--- src/rtl/sfce_pkg.sv ---
package sfce_pkg;

    // Register byte offsets; software decodes these, so they are fixed.
    localparam logic [7:0] OFF_CTRL_B2 = 8'h02;  // byte 2 of control word
    localparam int         PCLR_BIT    = 4;      // pointer rewind action
    localparam logic [7:0] OFF_CSEL    = 8'h1D;
    localparam logic [7:0] OFF_OPC     = 8'h45;
    localparam logic [7:0] OFF_TRIG    = 8'h47;
    localparam int         TRIG_BIT    = 7;
    localparam logic [7:0] OFF_TXN     = 8'h48;
    localparam logic [7:0] OFF_RXN     = 8'h4B;
    localparam logic [7:0] OFF_STAT_B3 = 8'h4F;  // byte 3 of status word
    localparam logic [7:0] BUF_BASE    = 8'h80;

    localparam int NUM_CS = 4;

    typedef enum logic [1:0] {
        SEG_OPC,
        SEG_TX,
        SEG_RX
    } seg_e;

    typedef struct packed {
        logic [7:0] opcode;
        logic [7:0] txn;
        logic [7:0] rxn;
    } cmd_t;

    typedef struct packed {
        logic       en;
        logic [1:0] idx;
    } csel_t;

    // Active-low select vector for one command.
    function automatic logic [NUM_CS-1:0] cs_decode(input csel_t s);
        logic [NUM_CS-1:0] v;
        v = '1;
        for (int i = 0; i < NUM_CS; i++) begin
            if (s.en && (s.idx == 2'(i))) v[i] = 1'b0;
        end
        return v;
    endfunction

endpackage

--- src/rtl/sfce_regs.sv ---
module sfce_regs
    import sfce_pkg::*;
#(
    parameter  int BUF_DEPTH = 70,
    localparam int PTR_W     = $clog2(BUF_DEPTH)
) (
    input  logic             clk,
    input  logic             rst,
    input  logic             bus_we,
    input  logic [7:0]       bus_addr,
    input  logic [7:0]       bus_wdata,
    output logic [7:0]       bus_rdata,
    input  logic             busy,
    output cmd_t             cmd,
    output csel_t            csel,
    output logic             trig_req,
    output logic             ptr_clr_req,
    input  logic [PTR_W-1:0] eng_ptr,
    output logic [7:0]       eng_rd_data,
    input  logic             eng_we,
    input  logic [7:0]       eng_wr_data
);

    logic [7:0]             opc_q;
    logic [7:0]             txn_q;
    logic [7:0]             rxn_q;
    csel_t                  csel_q;
    logic [7:0]             boff;
    logic                   in_buf;
    logic [PTR_W-1:0]       bidx;
    logic [BUF_DEPTH*8-1:0] flat;

    assign boff   = bus_addr - BUF_BASE;
    assign in_buf = bus_addr[7] && (boff < 8'(BUF_DEPTH));
    assign bidx   = boff[PTR_W-1:0];

    // Buffer entries: the engine's receive write wins over a bus write.
    for (genvar g = 0; g < BUF_DEPTH; g++) begin : g_ent
        logic [7:0] q;
        always_ff @(posedge clk) begin
            if (rst) begin
                q <= '0;
            end else if (eng_we && (eng_ptr == PTR_W'(g))) begin
                q <= eng_wr_data;
            end else if (bus_we && in_buf && (bidx == PTR_W'(g))) begin
                q <= bus_wdata;
            end
        end
        assign flat[g*8 +: 8] = q;
    end

    always_ff @(posedge clk) begin
        if (rst) begin
            opc_q  <= '0;
            txn_q  <= '0;
            rxn_q  <= '0;
            csel_q <= '0;
        end else if (bus_we) begin
            case (bus_addr)
                OFF_OPC:  opc_q  <= bus_wdata;
                OFF_TXN:  txn_q  <= bus_wdata;
                OFF_RXN:  rxn_q  <= bus_wdata;
                OFF_CSEL: csel_q <= bus_wdata[2:0];
                default:  ;
            endcase
        end
    end

    assign trig_req    = bus_we && (bus_addr == OFF_TRIG) && bus_wdata[TRIG_BIT];
    assign ptr_clr_req = bus_we && (bus_addr == OFF_CTRL_B2) && bus_wdata[PCLR_BIT];

    assign cmd  = '{opcode: opc_q, txn: txn_q, rxn: rxn_q};
    assign csel = csel_q;

    assign eng_rd_data = flat[eng_ptr*8 +: 8];

    always_comb begin
        bus_rdata = '0;
        if (in_buf) begin
            bus_rdata = flat[bidx*8 +: 8];
        end else begin
            case (bus_addr)
                OFF_OPC:     bus_rdata = opc_q;
                OFF_TXN:     bus_rdata = txn_q;
                OFF_RXN:     bus_rdata = rxn_q;
                OFF_CSEL:    bus_rdata = {5'b0, csel_q};
                OFF_STAT_B3: bus_rdata = {busy, 7'b0};
                default:     bus_rdata = '0;
            endcase
        end
    end

endmodule

--- src/rtl/sfce_shifter.sv ---
module sfce_shifter #(
    parameter  int CLK_DIV = 4,
    localparam int HALF    = CLK_DIV / 2,
    localparam int CNT_W   = $clog2(HALF) + 1
) (
    input  logic       clk,
    input  logic       rst,
    input  logic       start,
    input  logic [7:0] din,
    input  logic       miso,
    output logic       sclk,
    output logic       mosi,
    output logic       done,
    output logic [7:0] rx
);

    localparam logic [CNT_W-1:0] HALF_LAST = CNT_W'(HALF - 1);

    logic             active;
    logic             phase;     // 0: SCLK low half, 1: SCLK high half
    logic [2:0]       bitn;
    logic [CNT_W-1:0] cnt;
    logic [7:0]       sh;

    always_ff @(posedge clk) begin
        if (rst) begin
            active <= 1'b0;
            phase  <= 1'b0;
            bitn   <= '0;
            cnt    <= '0;
            sh     <= 8'hFF;
            rx     <= '0;
            done   <= 1'b0;
        end else begin
            done <= 1'b0;
            if (start) begin
                active <= 1'b1;
                phase  <= 1'b0;
                bitn   <= '0;
                cnt    <= '0;
                sh     <= din;
            end else if (active) begin
                if (cnt == HALF_LAST) begin
                    cnt <= '0;
                    if (!phase) begin
                        phase <= 1'b1;                // rising edge
                        rx    <= {rx[6:0], miso};
                    end else begin
                        phase <= 1'b0;                // falling edge
                        sh    <= {sh[6:0], 1'b1};
                        if (bitn == 3'd7) begin
                            active <= 1'b0;
                            done   <= 1'b1;
                        end else begin
                            bitn <= bitn + 3'd1;
                        end
                    end
                end else begin
                    cnt <= cnt + 1'b1;
                end
            end
        end
    end

    assign sclk = phase;
    assign mosi = sh[7];

endmodule

--- src/rtl/sfce_seq.sv ---
module sfce_seq
    import sfce_pkg::*;
#(
    parameter  int BUF_DEPTH = 70,
    localparam int PTR_W     = $clog2(BUF_DEPTH)
) (
    input  logic              clk,
    input  logic              rst,
    input  logic              trig_req,
    input  logic              ptr_clr_req,
    input  cmd_t              cmd,
    input  csel_t             csel,
    output logic              busy,
    output logic [NUM_CS-1:0] cs_n,
    output logic [PTR_W-1:0]  ptr,
    output logic              eng_we,
    output logic [7:0]        eng_wr_data,
    input  logic [7:0]        eng_rd_data,
    output logic              sh_start,
    output logic [7:0]        sh_din,
    input  logic              sh_done,
    input  logic [7:0]        sh_rx
);

    function automatic logic [PTR_W-1:0] ptr_inc(input logic [PTR_W-1:0] p);
        return (p == PTR_W'(BUF_DEPTH - 1)) ? '0 : p + 1'b1;
    endfunction

    seg_e       seg;
    logic [7:0] txleft;
    logic [7:0] rxleft;
    logic       accept;
    logic       fin_rx;
    logic [7:0] rx_after;

    assign accept   = trig_req && !busy;
    assign fin_rx   = busy && sh_done && (seg == SEG_RX);
    assign rx_after = fin_rx ? rxleft - 8'd1 : rxleft;

    assign eng_we      = fin_rx;
    assign eng_wr_data = sh_rx;

    always_comb begin
        sh_start = 1'b0;
        sh_din   = 8'hFF;
        if (accept) begin
            sh_start = 1'b1;
            sh_din   = cmd.opcode;
        end else if (busy && sh_done) begin
            if (txleft != 8'd0) begin
                sh_start = 1'b1;
                sh_din   = eng_rd_data;
            end else if (rx_after != 8'd0) begin
                sh_start = 1'b1;
                sh_din   = 8'hFF;
            end
        end
    end

    always_ff @(posedge clk) begin
        if (rst) begin
            busy   <= 1'b0;
            cs_n   <= '1;
            ptr    <= '0;
            seg    <= SEG_OPC;
            txleft <= '0;
            rxleft <= '0;
        end else begin
            if (ptr_clr_req && !busy) begin
                ptr <= '0;
            end
            if (accept) begin
                busy   <= 1'b1;
                cs_n   <= cs_decode(csel);
                txleft <= cmd.txn;
                rxleft <= cmd.rxn;
                seg    <= SEG_OPC;
            end else if (busy && sh_done) begin
                if (fin_rx) begin
                    rxleft <= rx_after;
                    ptr    <= ptr_inc(ptr);
                end
                if (txleft != 8'd0) begin
                    seg    <= SEG_TX;
                    txleft <= txleft - 8'd1;
                    ptr    <= ptr_inc(ptr);
                end else if (rx_after != 8'd0) begin
                    seg <= SEG_RX;
                end else begin
                    busy <= 1'b0;
                    cs_n <= '1;
                end
            end
        end
    end

endmodule

--- src/rtl/sflash_cmd_engine.sv ---
module sflash_cmd_engine
    import sfce_pkg::*;
#(
    parameter int BUF_DEPTH = 70,
    parameter int CLK_DIV   = 4
) (
    input  logic        clk,
    input  logic        rst,
    input  logic        bus_we,
    input  logic [7:0]  bus_addr,
    input  logic [7:0]  bus_wdata,
    output logic [7:0]  bus_rdata,
    output logic        spi_sclk,
    output logic        spi_mosi,
    input  logic        spi_miso,
    output logic [3:0]  spi_cs_n
);

    localparam int PTR_W = $clog2(BUF_DEPTH);

    cmd_t             cmd;
    csel_t            csel;
    logic             busy;
    logic             trig_req;
    logic             ptr_clr_req;
    logic [PTR_W-1:0] ptr;
    logic             eng_we;
    logic [7:0]       eng_wr_data;
    logic [7:0]       eng_rd_data;
    logic             sh_start;
    logic [7:0]       sh_din;
    logic             sh_done;
    logic [7:0]       sh_rx;

    sfce_regs #(.BUF_DEPTH(BUF_DEPTH)) u_regs (
        .clk         (clk),
        .rst         (rst),
        .bus_we      (bus_we),
        .bus_addr    (bus_addr),
        .bus_wdata   (bus_wdata),
        .bus_rdata   (bus_rdata),
        .busy        (busy),
        .cmd         (cmd),
        .csel        (csel),
        .trig_req    (trig_req),
        .ptr_clr_req (ptr_clr_req),
        .eng_ptr     (ptr),
        .eng_rd_data (eng_rd_data),
        .eng_we      (eng_we),
        .eng_wr_data (eng_wr_data)
    );

    sfce_seq #(.BUF_DEPTH(BUF_DEPTH)) u_seq (
        .clk         (clk),
        .rst         (rst),
        .trig_req    (trig_req),
        .ptr_clr_req (ptr_clr_req),
        .cmd         (cmd),
        .csel        (csel),
        .busy        (busy),
        .cs_n        (spi_cs_n),
        .ptr         (ptr),
        .eng_we      (eng_we),
        .eng_wr_data (eng_wr_data),
        .eng_rd_data (eng_rd_data),
        .sh_start    (sh_start),
        .sh_din      (sh_din),
        .sh_done     (sh_done),
        .sh_rx       (sh_rx)
    );

    sfce_shifter #(.CLK_DIV(CLK_DIV)) u_shift (
        .clk   (clk),
        .rst   (rst),
        .start (sh_start),
        .din   (sh_din),
        .miso  (spi_miso),
        .sclk  (spi_sclk),
        .mosi  (spi_mosi),
        .done  (sh_done),
        .rx    (sh_rx)
    );

endmodule

--- config.mk ---
export PLATFORM = sky130hd
export DESIGN_NAME = sflash_cmd_engine
export DESIGN_NICKNAME = d
export VERILOG_FILES = /design/src/rtl/sfce_pkg.sv /design/src/rtl/sfce_regs.sv /design/src/rtl/sfce_shifter.sv /design/src/rtl/sfce_seq.sv /design/src/rtl/sflash_cmd_engine.sv
export SDC_FILE = /design/constraint.sdc
export NUM_CORES = 2
export LEC_CHECK = 0
export ABC_AREA = 1
export ABC_CLOCK_PERIOD_IN_PS = 3100
export BUFFER_PORTS_ARGS = -buffer_cell sky130_fd_sc_hd__buf_2
export CAP_MARGIN = 40
export CELL_PAD_IN_SITES_DETAIL_PLACEMENT = 1
export CELL_PAD_IN_SITES_GLOBAL_PLACEMENT = 2
export CORE_MARGIN = 2
export CORE_UTILIZATION = 35
export CTS_CLUSTER_SIZE = 8
export DETAILED_ROUTE_END_ITERATION = 6
export PLACE_DENSITY = 0.83
export SYNTH_ARGS = -nofsm -noshare
export SYNTH_HDL_FRONTEND = slang
export SYNTH_SLANG_ARGS = --single-unit
--- constraint.sdc ---
create_clock -name clk -period 3.1 [get_ports clk]
set_input_delay 0.62 -clock clk [delete_from_list [all_inputs] [get_ports clk]]
set_output_delay 0.62 -clock clk [all_outputs]
set_load 0.01 [all_outputs]
### Yosys cells after proc, flatten, opt, wreduce, memory -nomap -nowiden

Cells that the tools add are included.

| cells by class | value |
|---|---|
| equal/unequal tests | 153 |
| shift operators | 2 |
| $lt $le $gt $ge | 1 |
| multiplexer cells | 188 |
| reduce and logical (&&, ||, !) cells | 252 |
| add/subtract/negate cells | 6 |
| bitwise logic cells | 5 |

Operators with widths:

| operator | number |
|---|---|
| 8-bit two-way mux | 155 |
| 560-bit by 11-bit indexed part select with 8-bit output | 2 |
| 7-bit by 6-bit equality test with 1-bit output (second input constant) | 64 |
| 7-bit by 5-bit equality test with 1-bit output (second input constant) | 32 |
| 1-bit logical AND | 154 |
| 2-bit nonzero test | 77 |
| 7-bit by 4-bit equality test with 1-bit output (second input constant) | 16 |
| 7-bit equality test (second input constant) | 12 |
| 7-bit by 3-bit equality test with 1-bit output (second input constant) | 8 |
| 7-bit two-way mux | 6 |
| 8-bit by 7-bit equality test with 1-bit output (second input constant) | 5 |
| 8-bit case mux with 5 select lines | 1 |
| 7-bit by 2-bit equality test with 1-bit output (second input constant) | 4 |
| 1-bit two-way mux | 19 |
| 4-bit two-way mux | 4 |
| 2-bit AND reduction | 8 |
| 8-bit nonzero test | 2 |
| 8-bit by 1-bit subtractor with 8-bit output (second input constant) | 2 |
| 7-bit by 1-bit equality test with 1-bit output (second input constant) | 2 |
| 7-bit zero test | 2 |
| 8-bit by 2-bit equality test with 1-bit output (second input constant) | 1 |
| 8-bit by 5-bit equality test with 1-bit output (second input constant) | 1 |
| 8-bit by 7-bit < comparator with 1-bit output (second input constant) | 1 |
| 4-bit AND reduction | 2 |
| other kinds (15) | 27 |

| storage, ports and cells | value |
|---|---|
| register bits after elaboration | 641 |
| bits of input ports | 20 |

### Depth between registers and ports, before layout

| logic depth | value |
|---|---|
| word-level depth | 10 |
| depth in mapped cells | 18 |
| gate-level depth less buffers | 17 |

### By module

From an unflattened synthesis, not the netlist that was laid out.

| second synthesis, totals | value |
|---|---|
| cell total of the unflattened synthesis | 6,684 |
| area, all modules | 39,902.0 µm² |

By module, submodules not included:

| module | sequential area each (µm²) | instances | area each (µm²) | cells an instance |
|---|---|---|---|---|
| sfce_regs | 11,751.3 | 1 | 36,899.1 | 6,257 |
| sfce_seq | 600.6 | 1 | 1,973.1 | 294 |
| sfce_shifter | 480.5 | 1 | 1,029.7 | 133 |

### Least setup slack after synthesis

No wires, ideal clock.

| timing path | value |
|---|---|
| kind | input -> output |
| from | in bus_addr[1] |
| to | out bus_rdata[4] |
| arrival time | 2.113 ns |
| required time | 2.480 ns |
| cell stages on the path | 14 |
| path slack | 0.367 ns |
| path buffers | 4 |
| path through | nand2_1 > buf_2 > inv_1 > buf_2 > buf_2 > buf_2 > a22oi_1 > o221ai_1 > nand2_1 > nand4_1 > a21oi_1 > nand2_1 > nand2_1 > nand2_1 |

| between the ends | value |
|---|---|
| cells in the longest elaborated chain, start to end | 4 |
| elaborated cells on any way between the ends | 11 |
| those cells by class | 1 x add/sub; 1 x order compare; 5 x eq/ne; 1 x shift; 2 x mux; 1 x reduce/logical |

Ends and longest elaborated chain:

| what | line | source |
|---|---|---|
| start: declaration | sflash_cmd_engine.sv:10 | `input logic [7:0] bus_addr,` |
| branches (longest 3 deep; another with 8-bit subtractor) | -- |  |
| 8-bit two-way mux (*) | sfce_regs.sv:79 | `if (in_buf) begin` |
| end: declaration | sflash_cmd_engine.sv:12 | `output logic [7:0] bus_rdata,` |

Mark *: on every way between the ends.

### Worst setup path after layout

| timing path | value |
|---|---|
| from | in bus_addr[2] |
| to | out bus_rdata[0] |

Same word-level chain as after synthesis.

==> impl_metrics.yaml <==
status:
  status: "finished with violations"
  violations: "setup timing"
critical_path:
  worstSetupStartpointType: "input port"
  cp-end-kind: "output port"
  crit_top_cell: "nand2_1"
  crit_chain: "buf_2 > inv_1 > nor2_2 > buf_12 > clkinvlp_4 > nor2_1 > buf_4 > buf_4 > nand2_1 > a31oi_4 > nor2_2 > nand2_2 > nand2_1 > nand2_1 > buf_2"
  cp-startpoint: "bus_addr[2]"
  crit_fanout: 4
  slowest_stage: "a31oi_4"
  worstPathRequired_ns: 2.48
  r2r_cells: 12
  critPathKind: "input port to output port"
  r2r-end: "u_regs.g_ent[24].q[2]$_SDFFE_PP0P_"
  max_stage_delay_ns: 0.24
  arrival_ns: 2.69
  ff2ff_setup_slack_ns: 0.07
  crit-reg2reg-launch: "u_seq.ptr[1]$_SDFF_PP0_"
logic_synthesis:
  ys_warn_count: 0
  synth_enable_flop_cells: 0
  avgSynthCellArea_um2: 6.08
  syn_area_um2: 39900
  synth-seq-cells: 641
  async_flop_share: 0
  synth.net_count: 6580
  ys.flop_type: "dfxtp_1"
  netlist_instances: 6552
  synth.distinct_cells: 46
  seq_area_frac_synth: 0.322
clocking:
  htree_levels: 3
  clockBufferDepth: 3
  cts_tree: "yes"
  clk_latency_ns: 0.72
  clockRootBuffer: "clkbuf_16"
  cts.sinks: 641
  clk_pin_slew_ns: 0.05
  cts_inserted_buffers: 92
worst_hold_path:
  hold_end: "u_shift.rx[0]$_SDFFE_PP0P_"
  whs_path_depth: 3
  holdCritPathClass: "input port to register"
  hp-start: "spi_miso"
sta:
  fin_skew_ns: 0.0377
  drv_slew: 0
  relSlewSlack: 0.354
  tns_ns: -1.51
  worst_pin_slew_ns: 0.968
  fmax_ghz: 0.302
  fin_crit_ns: 3.31
  final-setup-viol-count: 8
  post-route-period-util: 1.07
  rsz0062_at_grt: "yes"
  hold_viol_final: 0
  timing.final.ws_setup_ns: -0.214
route:
  first_pass_iters: 5
  num_vias: 50100
  drt-total-wl_um: 234000
  drcViolationCount: 0
  drtIter0Drc: 5565
  ant_nets: 0
  wire_per_inst_um: 28.3
  avgViaCountPerCell: 6.04
floorplan:
  core_area_um2: 113000
  die-area_um2: 117000
  initial_utilization: 0.353
  die_w_um: 342
  die_y_um: 342
  num_rows: 123
  pin_count: 34
pwr:
  seqPwrFrac: 0.425
  p_comb_frac: 0.074
  vdd_drop_max_mv: 0.395
  p_switching_w: 0.00527
  netSwitchingFraction: 0.271
  powerDensity_nw_per_um2: 399
  p_int_w: 0.0141
  leakagePower_nw: 18.6
  clkPwrFrac: 0.500
layout:
  instances_no_fill: 8283
  final_nets: 6786
  post_route_cells_drive_above_1_share: 0.149
  areaGrowthSynthToFinish_pct: 22.1
  n_fill_cell: 14800
global_route:
  track_usage: 0.389
  antenna_found_initial: 10
  grt_pass1_wl_um: 336000
  grt_max_degree: 135
  gr-total-overflow: 0
  grt_pass1_vias: 47900
place:
  dp.cells: 8133
  port_buffers: 33
  hpwl_um: 161000
  place.gp.congestion: 1.07
  preCtsSetupSlack_ns: -0.810
job:
  cap_violations: 0
## sequential cells by signal (all words and copies together), names as in the netlist
name and count:
u_regs.g_ent.q 560, u_regs.opc_q 8, u_regs.rxn_q 8, u_regs.txn_q 8, u_seq.rxleft 8, u_seq.txleft 8, u_shift.rx 8, u_shift.sh 8
u_seq.ptr 7, u_seq.cs_n 4, u_regs.csel 3, u_shift.bitn 3, u_seq.seg 2, u_shift.cnt 2, u_seq.busy 1, u_shift.active 1
u_shift.done 1, u_shift.sclk 1
## layer usage
metal	up-vias	global-route usage	wire, um
li1	22200	-	-
met5	-	0	36
met2	2555	0.594	101000
met4	6	0.234	16200
met3	680	0.0702	22000
met1	24600	0.512	95300
## power groups by stage
stage | sequential (W) | combinational [W] | clock (W)
after floorplan | 0.00843 | 0.000550 | 0
after global placement | 0.00843 | 0.00123 | 0
after detailed placement | 0.00843 | 0.00125 | 0
after CTS | 0.00825 | 0.00136 | 0.00978
after global routing | 0.00825 | 0.00147 | 0.0101
final | 0.00825 | 0.00145 | 0.00971
## cells by family (layout without fill, tap and decap cells)
group | count (synthesis) | count (layout) | synth area share
other | 0 | 3 | 0
AOI/OAI and AO/OA | 1947 | 1947 | 0.270
buffers and inverters | 950 | 1178 | 0.0949
xor gates and xnor gates | 3 | 3 | 0.000659
and+or+nand+nor | 3001 | 3001 | 0.309
adders and majority gates | 8 | 8 | 0.00251
DFF | 641 | 641 | 0.322
muxes | 2 | 2 | 0.000502
## synthesized netlist by cell type (all sizes together) (2+ instances only)
cell type,n,share of area
a211oi,14,0.0031
a21oi,410,0.051
a221oi,4,0.00088
a22oi,119,0.022
a31oi,293,0.046
buf,123,0.017
clkbuf,340,0.032
dfxtp,641,0.32
ha,8,0.0025
inv,486,0.046
mux2i,2,0.00050
nand2,2006,0.19
nand3,286,0.037
nand3b,2,0.00038
nand4,21,0.0033
nor2,642,0.067
nor3,40,0.011
o211ai,46,0.0087
o21a,2,0.00038
o21ai,964,0.12
o221ai,6,0.0013
o22ai,87,0.014
or2,3,0.00047
xnor2,2,0.00044
## worst max-delay path by stage
stage	end	cells after the start	slack, ns
2_1_floorplan	bus_rdata[4]	14	0.37
3_3_place_gp	bus_rdata[0]	15	-0.77
3_5_place_dp	bus_rdata[0]	15	-0.81
4_1_cts	bus_rdata[1]	19	-0.18
5_1_grt	bus_rdata[2]	18	-0.27
6_report	bus_rdata[0]	15	-0.21
## worst max-delay path: cells and delay by family
family | cells | cell delay, ns
AND/OR/NAND/NOR | 7 | 0.78
buffers and inverters | 7 | 1.03
AO/OA/AOI/OAI | 1 | 0.24
## placed cells by master, fill, tap and decap left out, types with 10 or more instances in the layout
master / count
buf_6: 20
buf_4: 427
dfxtp_1: 631
a22oi_2: 21
nor2_4: 27
o21ai_2: 24
a21oi_1: 409
inv_1: 409
buf_12: 82
clkbuf_1: 10
clkbuf_16: 93
nand3_1: 279
inv_2: 65
nor3_2: 16
nand2_1: 1947
nand2_2: 55
buf_2: 28
o21ai_1: 79
nor2_2: 55
o22ai_1: 83
o211ai_1: 46
nor2_1: 557
o21ai_0: 861
nor3_4: 16
nand4_1: 21
a31oi_1: 290
a22oi_1: 98
## what timing repair did
item / in CTS / in global routing
gates cloned: 8 / 1
buffers inserted: 18 / 10
gates resized for setup: 165 / 88
hold buffers: 0 / 0
endpoints found under the setup margin: 8 / 24
pin swaps: 63 / 55
## area by class of cell
type,instances,area [um^2],area share
Multi-Input combinational cell,4961,23800,0.489
Sequential cell,641,12900,0.264
Clock buffer,108,2420,0.0498
Inverter,487,1880,0.0386
Clock inverter,8,169,0.00347
Timing Repair Buffer,575,5680,0.117
Tap cell,1500,1880,0.0385
Antenna cell,3,7.51,0.000154
## stage by stage
step                      instance area [um^2]  hold WS, ns  total power, W   util
after floorplan                          39900        0.437         0.00898      -
after global placement                   44800        0.439         0.00966  0.397
after detailed placement                 45000        0.454         0.00968  0.398
after CTS                                48400       0.0981          0.0194  0.429
after global routing                     48700        0.154          0.0198  0.432
final                                    48700        0.124          0.0194  0.432
Power figures use the tool's default switching activity.
